## config.mk

```make
export PLATFORM = sky130hd
export DESIGN_NAME = muldiv_unit
export DESIGN_NICKNAME = d
export VERILOG_FILES = /design/src/rtl/muldiv_pkg.sv /design/src/rtl/muldiv_mul.sv /design/src/rtl/muldiv_div_core.sv /design/src/rtl/muldiv_unit.sv
export SDC_FILE = /design/constraint.sdc
export NUM_CORES = 2
export LEC_CHECK = 0
export BUFFER_PORTS_ARGS = -buffer_cell sky130_fd_sc_hd__buf_2
export CAP_MARGIN = 20
export CORE_MARGIN = 3
export CORE_UTILIZATION = 67
export CTS_CLUSTER_SIZE = 24
export DETAILED_ROUTE_END_ITERATION = 6
export GPL_TIMING_DRIVEN = 0
export HOLD_SLACK_MARGIN = 0.06
export PLACE_DENSITY = 0.84
export SETUP_SLACK_MARGIN = 0.5
export SLEW_MARGIN = 20
export SYNTH_ARGS = -nofsm -noshare
export SYNTH_HDL_FRONTEND = slang
export SYNTH_SLANG_ARGS = --single-unit
```

## constraint.sdc

```tcl
create_clock -name clk_i -period 4.4 [get_ports clk_i]
set_input_delay 0.88 -clock clk_i [delete_from_list [all_inputs] [get_ports clk_i]]
set_output_delay 0.88 -clock clk_i [all_outputs]
set_load 0.05 [all_outputs]
```

## src/rtl/muldiv_pkg.sv

```systemverilog
package muldiv_pkg;
  localparam int unsigned XLEN   = 32;
  localparam int unsigned FUNC_W = 4;

  typedef enum logic [2:0] {
    OP_MUL    = 3'b000,
    OP_MULH   = 3'b001,
    OP_MULHSU = 3'b010,
    OP_MULHU  = 3'b011,
    OP_DIV    = 3'b100,
    OP_DIVU   = 3'b101,
    OP_REM    = 3'b110,
    OP_REMU   = 3'b111
  } op_e;
endpackage

```

## src/rtl/muldiv_mul.sv

```systemverilog
module muldiv_mul import muldiv_pkg::*; #(
  parameter int unsigned W = XLEN
) (
  input  op_e            op_i,
  input  logic [W-1:0]   a_i,
  input  logic [W-1:0]   b_i,
  output logic [W-1:0]   res_o
);
  localparam int unsigned PW = 2 * W;

  logic          a_sgn, b_sgn;
  logic [PW-1:0] a_x, b_x, prod;

  always_comb begin
    a_sgn = (op_i == OP_MULH) || (op_i == OP_MULHSU);
    b_sgn = (op_i == OP_MULH);
  end

  // sign-extend to 2W; the low 2W bits of the wrapped product are exact
  assign a_x  = {{W{a_sgn & a_i[W-1]}}, a_i};
  assign b_x  = {{W{b_sgn & b_i[W-1]}}, b_i};
  assign prod = a_x * b_x;

  assign res_o = (op_i == OP_MUL) ? prod[W-1:0] : prod[PW-1:W];
endmodule

```

## src/rtl/muldiv_div_core.sv

```systemverilog
module muldiv_div_core import muldiv_pkg::*; #(
  parameter int unsigned W = XLEN
) (
  input  logic         clk_i,
  input  logic         rst_ni,
  input  logic         load_i,
  input  logic [W-1:0] dividend_i,
  input  logic [W-1:0] divisor_i,
  output logic         fin_o,
  output logic [W-1:0] quo_o,
  output logic [W-1:0] rem_o
);
  localparam int unsigned CW = $clog2(W + 1);
  localparam logic [CW-1:0] STEPS = CW'(W);

  logic [W-1:0]  rem_q, quo_q, dvs_q;
  logic [CW-1:0] cnt_q;
  logic          run_q, fin_q;

  logic [W:0]    shifted, diff;
  logic          fits;

  always_comb begin
    shifted = {rem_q, quo_q[W-1]};
    diff    = shifted - {1'b0, dvs_q};
    fits    = (shifted >= {1'b0, dvs_q});
  end

  always_ff @(posedge clk_i or negedge rst_ni) begin
    if (!rst_ni) begin
      rem_q <= '0;
      quo_q <= '0;
      dvs_q <= '0;
      cnt_q <= '0;
      run_q <= 1'b0;
      fin_q <= 1'b0;
    end else begin
      fin_q <= 1'b0;
      if (load_i) begin
        rem_q <= '0;
        quo_q <= dividend_i;
        dvs_q <= divisor_i;
        cnt_q <= STEPS;
        run_q <= 1'b1;
      end else if (run_q) begin
        rem_q <= fits ? diff[W-1:0] : shifted[W-1:0];
        quo_q <= {quo_q[W-2:0], fits};
        cnt_q <= cnt_q - 1'b1;
        if (cnt_q == CW'(1)) begin
          run_q <= 1'b0;
          fin_q <= 1'b1;
        end
      end
    end
  end

  assign fin_o = fin_q;
  assign quo_o = quo_q;
  assign rem_o = rem_q;
endmodule

```

## src/rtl/muldiv_unit.sv

```systemverilog
module muldiv_unit import muldiv_pkg::*; #(
  parameter int unsigned W = XLEN
) (
  input  logic              clk_i,
  input  logic              rst_ni,
  input  logic              start_i,
  input  logic [FUNC_W-1:0] func_i,
  input  logic [W-1:0]      op_a_i,
  input  logic [W-1:0]      op_b_i,
  output logic              busy_o,
  output logic              done_o,
  output logic [W-1:0]      result_o
);
  localparam logic [W-1:0] MIN_NEG = {1'b1, {(W-1){1'b0}}};
  localparam logic [W-1:0] ALL_ONE = '1;

  op_e          op;
  logic         accept, is_div, div_sgn, want_rem;
  logic         a_neg, b_neg, div_zero, div_ovf, core_load;
  logic [W-1:0] mag_a, mag_b, mul_res;
  logic         core_fin;
  logic [W-1:0] core_quo, core_rem;

  logic         busy_q, done_q, neg_quo_q, neg_rem_q, want_rem_q;
  logic [W-1:0] result_q;

  assign op       = op_e'(func_i[2:0]);
  assign accept   = start_i & ~busy_q & func_i[FUNC_W-1];
  assign is_div   = func_i[2];
  assign div_sgn  = ~func_i[0];
  assign want_rem = func_i[1];

  always_comb begin
    a_neg     = div_sgn & op_a_i[W-1];
    b_neg     = div_sgn & op_b_i[W-1];
    mag_a     = a_neg ? (~op_a_i + 1'b1) : op_a_i;
    mag_b     = b_neg ? (~op_b_i + 1'b1) : op_b_i;
    div_zero  = (op_b_i == '0);
    div_ovf   = div_sgn & (op_a_i == MIN_NEG) & (op_b_i == ALL_ONE);
    core_load = accept & is_div & ~div_zero & ~div_ovf;
  end

  muldiv_mul #(.W(W)) u_mul (
    .op_i  (op),
    .a_i   (op_a_i),
    .b_i   (op_b_i),
    .res_o (mul_res)
  );

  muldiv_div_core #(.W(W)) u_div (
    .clk_i      (clk_i),
    .rst_ni     (rst_ni),
    .load_i     (core_load),
    .dividend_i (mag_a),
    .divisor_i  (mag_b),
    .fin_o      (core_fin),
    .quo_o      (core_quo),
    .rem_o      (core_rem)
  );

  always_ff @(posedge clk_i or negedge rst_ni) begin
    if (!rst_ni) begin
      busy_q     <= 1'b0;
      done_q     <= 1'b0;
      result_q   <= '0;
      neg_quo_q  <= 1'b0;
      neg_rem_q  <= 1'b0;
      want_rem_q <= 1'b0;
    end else begin
      done_q <= 1'b0;
      if (accept) begin
        if (!is_div) begin
          result_q <= mul_res;
          done_q   <= 1'b1;
        end else if (div_zero) begin
          result_q <= want_rem ? op_a_i : ALL_ONE;
          done_q   <= 1'b1;
        end else if (div_ovf) begin
          result_q <= want_rem ? '0 : MIN_NEG;
          done_q   <= 1'b1;
        end else begin
          busy_q     <= 1'b1;
          neg_quo_q  <= a_neg ^ b_neg;
          neg_rem_q  <= a_neg;
          want_rem_q <= want_rem;
        end
      end else if (core_fin) begin
        busy_q <= 1'b0;
        done_q <= 1'b1;
        if (want_rem_q) result_q <= neg_rem_q ? (~core_rem + 1'b1) : core_rem;
        else            result_q <= neg_quo_q ? (~core_quo + 1'b1) : core_quo;
      end
    end
  end

  assign busy_o   = busy_q;
  assign done_o   = done_q;
  assign result_o = result_q;
endmodule

```

# Word-level counts from Yosys, hierarchy flattened
# Cells that the tools add are included.
# totals
register_bits	141
wordCells	93
in_bits	71
# classes
bitwise	20
muxes	36
n_reduce_logical	8
n_mul	1
n_eq_ne	9
n_addsub	6
order_cmp	1
# op_table
op	count
two-way mux 32 bit	18
adder 32 x 1 -> 32 bit, second input constant	4
inverter 32 bit	4
== test 32 bit, second input constant	2
multiplier 33 x 33 -> 64 bit	1
greater-or-equal comparator 33 x 32 -> 1 bit	1
zero test 32 bit	1
subtractor 32 bit	1
two-way mux 1 bit	16
two-way mux 6 bit	2
AND 1 bit	11
AND reduction 4 bit	2
== test 6 x 1 -> 1 bit, second input constant	1
!= test 2 bit, second input constant	3
subtractor 6 x 1 -> 6 bit, second input constant	1
!= test 4 x 2 -> 1 bit, second input constant	1
inverter 1 bit	4
nonzero test 2 bit	2
== test 3 x 1 -> 1 bit, second input constant	1
== test 3 x 2 -> 1 bit, second input constant	1
zero test 3 bit	1
AND reduction 2 bit	1
logical OR 1 bit	1
bitwise XOR 1 bit	1

# Depth between registers and ports, before layout
# depth
depth_word	7
mapped_depth	35

# Modules after synthesis
# Synthesis repeated with hierarchy kept, for this count alone.
# hier_totals
hier_cells	5813
hier_area_um2	50603.5
# by_module_without_submodules
module	seq_area_each_um2	cells_each	area_per_inst_um2	instances
muldiv_mul	0.0	4311	38374.3	1
muldiv_div_core	2602.5	783	6665.1	1
muldiv_unit	925.9	719	5564.1	1

# Worst setup path after synthesis
# Ideal clock, no wire load.
# synth_path
path_type	input to register
from	in func_i[1]
to	reg result_q[28], in the netlist result_o[28]
n_path_buf	3
cell_stages	32
arrival_ns	9.713
setup_slack_ns	-5.395
cell_sequence	clkbuf_1 -> inv_1 -> nand2_1 -> a21oi_1 -> and2_1 -> clkbuf_1 -> clkbuf_1 -> nand2_1 -> fa_1 -> fa_1 -> inv_1 -> fa_1 -> inv_1 -> fa_1 -> inv_1 -> fa_1 -> fa_1 -> fa_1 -> inv_1 -> fa_1 -> inv_1 -> ha_1 -> and3_1 -> and2_1 -> a221o_1 -> nor3b_1 -> a311o_1 -> nor3b_1 -> o21ai_0 -> o2111ai_1 -> mux2_2 -> a31oi_1
# synth_via
elab_chain_len	7
word_cells_on_any_way	12
# synth_rtl
item	line	text
from (decl)	muldiv_unit.sv:7	input logic [FUNC_W-1:0] func_i,
== test 3 x 1 -> 1 bit or == test 3 x 2 -> 1 bit (tied branches)	muldiv_mul.sv:15, muldiv_mul.sv:16	
logical OR 1 bit	muldiv_mul.sv:15	a_sgn = (op_i == OP_MULH) || (op_i == OP_MULHSU);
AND 1 bit	muldiv_mul.sv:20	assign a_x = {{W{a_sgn & a_i[W-1]}}, a_i};
multiplier 33 x 33 -> 64 bit	muldiv_mul.sv:22	assign prod = a_x * b_x;
two-way mux 32 bit	muldiv_mul.sv:24	assign res_o = (op_i == OP_MUL) ? prod[W-1:0] : prod[PW-1:W];
two-way mux 32 bit (*)	muldiv_unit.sv:72	if (!is_div) begin
two-way mux 32 bit (*)	muldiv_unit.sv:71	if (accept) begin
to (signal assigned)	muldiv_unit.sv:73	result_q <= mul_res;
to (signal assigned)	muldiv_unit.sv:76	result_q <= want_rem ? op_a_i : ALL_ONE;
to (signal assigned)	muldiv_unit.sv:79	result_q <= want_rem ? '0 : MIN_NEG;
to (decl)	muldiv_unit.sv:25	logic [W-1:0] result_q;
# Mark *: on every way between the ends. The rest lies on a longest branch, timed or not.
# A chain may end at the register's enable or synchronous reset.

# Worst setup path after layout
# layout_path
from	in func_i[0]
to	reg result_q[26], in the netlist result_o[26]
# layout_via
elab_chain_len	7
word_cells_on_any_way	15
# layout_rtl
item	line
== test 3 x 1 -> 1 bit or == test 3 x 2 -> 1 bit (tied branches)	muldiv_mul.sv:15, muldiv_mul.sv:16
logical OR 1 bit	muldiv_mul.sv:15
AND 1 bit	muldiv_mul.sv:20
multiplier 33 x 33 -> 64 bit	muldiv_mul.sv:22
two-way mux 32 bit	muldiv_mul.sv:24
two-way mux 32 bit	muldiv_unit.sv:72
two-way mux 32 bit	muldiv_unit.sv:71
# Several ways; a longest one is shown, not always the timed one.

==> run_results.csv <==
group,metric,value,unit
synth,synthArstFlopShare,100,%
status,violated_checks,"design-rule violations, negative setup slack",
setup_path,critPathTopFamily,"adder cells",
timing,slew_violations,0,
detailed_routing,vias,45100,
grt,grt_util_all_layers,51.5,%
setup_path,worst_ep_arrival_time,9.44,ns
floorplanning,placement_rows,98,
timing,finalSetupViolations,32,
synth,yosys.area_share.adder,52.1,%
detailed_routing,detail_route.wl_per_cell,28.8,um
synth,synthMuxAreaShare,1.10,%
place,place.port_buffers,73,
run,drv.max_cap_violation_count,0,
clocking,clock_path_buffers,2,
clocking,clock-sinks,141,
synth,syn-instance-count,5704,
floorplanning,core_area,72200,um2
floorplanning,full_die_area,76900,um2
clocking,cts_htree_levels,4,
timing,rsz0062_at_grt,"true",
grt,globalRouteOverflowTotal,0,
floorplanning,die_height,277,um
finish,most-common-layout-cells,"sky130_fd_sc_hd__inv_1 (1,194), sky130_fd_sc_hd__fa_1 (1,086), sky130_fd_sc_hd__nand2_1 (937), sky130_fd_sc_hd__and2_1 (295), sky130_fd_sc_hd__ha_1 (224)",
finish,final_common_cell,"sky130_fd_sc_hd__inv_1",
finish,area_growth_syn_to_layout,14.0,%
clocking,worst_setup_hold_path_clk_slew,0.07,ns
timing,final_critical_path_setup_slack,-4.71,ns
synth,synth_simple_gate_area_share,15.6,%
detailed_routing,wl,199000,um
setup_path,required,4.73,ns
setup_path,critical-path-slowest-cell,"sky130_fd_sc_hd__fa_2",
place,dp_slack,-6.16,ns
timing,finalCritPeriodShare,207,%
place,placed_cells_incl_taps,6728,
finish,post-route-util,77.9,%
synth,synth-seq-cells,141,
finish,final_layout_size_suffix_gt1_share,13.3,%
timing,layout_min_cycle_time,9.11,ns
synth,synth_nets,7152,
setup_path,crit_buf_inv,9,
synth,synth_compound_gate_area_share,8.28,%
detailed_routing,avgViaCountPerCell,6.51,
synth,synth_enable_flop_cells,0,
clocking,clk_latency,0.46,ns
synth,fraction_of_synthesized_cell_area_in_xor_and_xnor_cells,3.78,%
floorplanning,die_w,277,um
setup_path,cp_slowest_stage_delay,0.71,ns
clocking,cts_tree,"done",
synth,synth_top_family_by_area,"adder cells",
grt,grt_antenna_before_repair,29,
detailed_routing,drt_drc_violations_left,33,
hold_path,hold_path_class,"in2async",
setup_path,slack_of_the_worst_reg_to_reg_path,0.58,ns
clocking,tritoncts.num_buffers,17,
grt,grt_max_degree,80,
place,routability_driven_placement_congestion_ratio,1.13,
synth,ys.warnings.count,0,
grt,first_pass_grt_wire_length,288000,um
floorplanning,floorplan.initialDensity,68.3,%
setup_path,depth_of_the_most_critical_reg_to_reg_path,10,
synth,synthDistinctLibCells,76,
detailed_routing,ant_nets,0,
place,detailed_place_hpwl,155000,um
timing,timing_hold_violations_final,0,
timing,finalClockSkew,0.0112,ns
floorplanning,floorplan.io_pins,105,
finish,fill_cells,4984,
grt,first_global_vias,45900,
synth,syn_area_per_cell,8.65,um2
clocking,cts_hold_bufs,0,
synth,proportion_of_synthesized_chip_area_in_sequential_cells,7.15,%
synth,synth_area,49300,um2
finish,layout.nets,7385,
timing,fmax,110,MHz
timing,tightest_slew,1.02,ns
finish,filler_free_cell_count_of_the_finished_design,6924,
setup_path,worst-setup-path-type,"in2reg",
setup_path,worst-path-max-fanout,5,
detailed_routing,initialDrtViolationCount,6676,
setup_path,reg2reg_to,"result_o[30]$_DFFE_PN0P_",
timing,relSlewSlack,31.9,%
detailed_routing,first_pass_iters,7,
setup_path,startpoint_type,"input port",
clocking,ctsRootBufferMaster,"sky130_fd_sc_hd__clkbuf_16",
setup_path,timing.critical_path.to_type,"register",
status,result_of_the_run,"finished, violations left",
synth,synth_flop_cell,"sky130_fd_sc_hd__dfrtp_1",
setup_path,timing.rr.start,"u_div.rem_o[5]$_DFFE_PN0P_",
cell type report:
type / count / area (um2) / share of cell area [%]
sequential: 141 / 3530 / 6.27
buffer: 353 / 3380 / 6.00
multi-input combinational: 3985 / 41300 / 73.3
clock buffer: 17 / 425 / 0.756
inverter: 1225 / 4630 / 8.22
clock inverter: 15 / 154 / 0.274
timing repair buffer: 214 / 1630 / 2.90
tap: 950 / 1190 / 2.11
antenna: 24 / 60.1 / 0.107
worst max path at each step:
| stage | start | end | slack (ns) | cells past startpoint |
|---|---|---|---|---|
| after floorplan | func_i[1] | result_o[28]$_DFFE_PN0P_ | -4.60 | 32 |
| after detailed placement | func_i[0] | result_o[28]$_DFFE_PN0P_ | -6.16 | 32 |
| after CTS | func_i[0] | result_o[28]$_DFFE_PN0P_ | -4.44 | 31 |
| after global routing | func_i[0] | result_o[28]$_DFFE_PN0P_ | -4.79 | 32 |
| final | func_i[0] | result_o[26]$_DFFE_PN0P_ | -4.71 | 32 |
| after global placement | func_i[0] | result_o[28]$_DFFE_PN0P_ | -6.13 | 32 |
per-layer routing:
metal | GRT usage [%] | vias to the layer above | wire [um]
met4 | 40.7 | 24 | 21400
met5 | 0 | - | 155
li1 | - | 17600 | -
met2 | 73.0 | 4097 | 81700
met1 | 61.8 | 22000 | 63200
met3 | 21.7 | 1292 | 32600
sequential cells by signal, summed over array words and instances, names as in the netlist, 6 cells and up:
register,cells
result_o,32
u_div.dvs_q,32
u_div.quo_o,32
u_div.rem_o,32
u_div.cnt_q,6
kinds of logic (layout without fill, tap and decap cells):
group / count (synthesis) / after routing
other: 0 / 24
muxes: 54 / 54
adders and majority gates: 1377 / 1377
AOI/OAI and AO/OA: 653 / 653
and+or+nand+nor: 1688 / 1688
buffers and inverters: 1578 / 1824
DFF: 141 / 141
xor gates and xnor gates: 213 / 213
synth_stat cells, types with 7 or more instances:
library cell | number | area share [%]
sky130_fd_sc_hd__a2111oi_0 | 7 | 0.12
sky130_fd_sc_hd__a211oi_1 | 46 | 0.70
sky130_fd_sc_hd__a21o_1 | 27 | 0.41
sky130_fd_sc_hd__a21oi_1 | 168 | 1.7
sky130_fd_sc_hd__a22oi_1 | 10 | 0.15
sky130_fd_sc_hd__a31oi_1 | 18 | 0.23
sky130_fd_sc_hd__and2_1 | 306 | 3.9
sky130_fd_sc_hd__and3_1 | 23 | 0.29
sky130_fd_sc_hd__buf_1 | 84 | 0.64
sky130_fd_sc_hd__buf_2 | 7 | 0.071
sky130_fd_sc_hd__clkbuf_1 | 260 | 2.0
sky130_fd_sc_hd__dfrtp_1 | 141 | 7.2
sky130_fd_sc_hd__fa_1 | 1126 | 46
sky130_fd_sc_hd__ha_1 | 251 | 6.4
sky130_fd_sc_hd__inv_1 | 1225 | 9.3
sky130_fd_sc_hd__mux2i_1 | 51 | 1.0
sky130_fd_sc_hd__nand2_1 | 958 | 7.3
sky130_fd_sc_hd__nand2b_1 | 23 | 0.29
sky130_fd_sc_hd__nand3_1 | 22 | 0.22
sky130_fd_sc_hd__nand4_1 | 24 | 0.30
sky130_fd_sc_hd__nor2_1 | 192 | 1.5
sky130_fd_sc_hd__nor2b_1 | 14 | 0.18
sky130_fd_sc_hd__nor3_1 | 37 | 0.38
sky130_fd_sc_hd__nor3b_1 | 7 | 0.11
sky130_fd_sc_hd__nor4_1 | 18 | 0.23
sky130_fd_sc_hd__o211ai_1 | 23 | 0.35
sky130_fd_sc_hd__o21a_1 | 18 | 0.27
sky130_fd_sc_hd__o21ai_0 | 207 | 2.1
sky130_fd_sc_hd__o21bai_1 | 12 | 0.18
sky130_fd_sc_hd__o221ai_1 | 9 | 0.16
sky130_fd_sc_hd__o31ai_1 | 23 | 0.35
sky130_fd_sc_hd__o41ai_1 | 17 | 0.30
sky130_fd_sc_hd__or2_2 | 13 | 0.16
sky130_fd_sc_hd__or3_1 | 15 | 0.19
sky130_fd_sc_hd__or4_1 | 15 | 0.23
sky130_fd_sc_hd__xnor2_1 | 120 | 2.1
sky130_fd_sc_hd__xor2_1 | 93 | 1.7
timing repair:
item / in CTS / in global routing
gates resized for setup: 534 / 180
pin swaps: 97 / 100
setup buffers: 87 / 53
setup endpoints to repair: 141 / 129
metrics by stage:
step,setup TNS (ns),area [um2],hold WS (ns)
floorplan,-113.65,50300,0.450
global placement,-256.84,51900,0.459
detailed placement,-248.97,51900,0.468
CTS,-120.92,55200,0.443
global route,-131.81,56200,0.457
finish,-130.18,56300,0.393
Power is left out: the tool's default activity adds up to more than one toggle a clock period on the data nets, which glitch-free logic cannot reach.
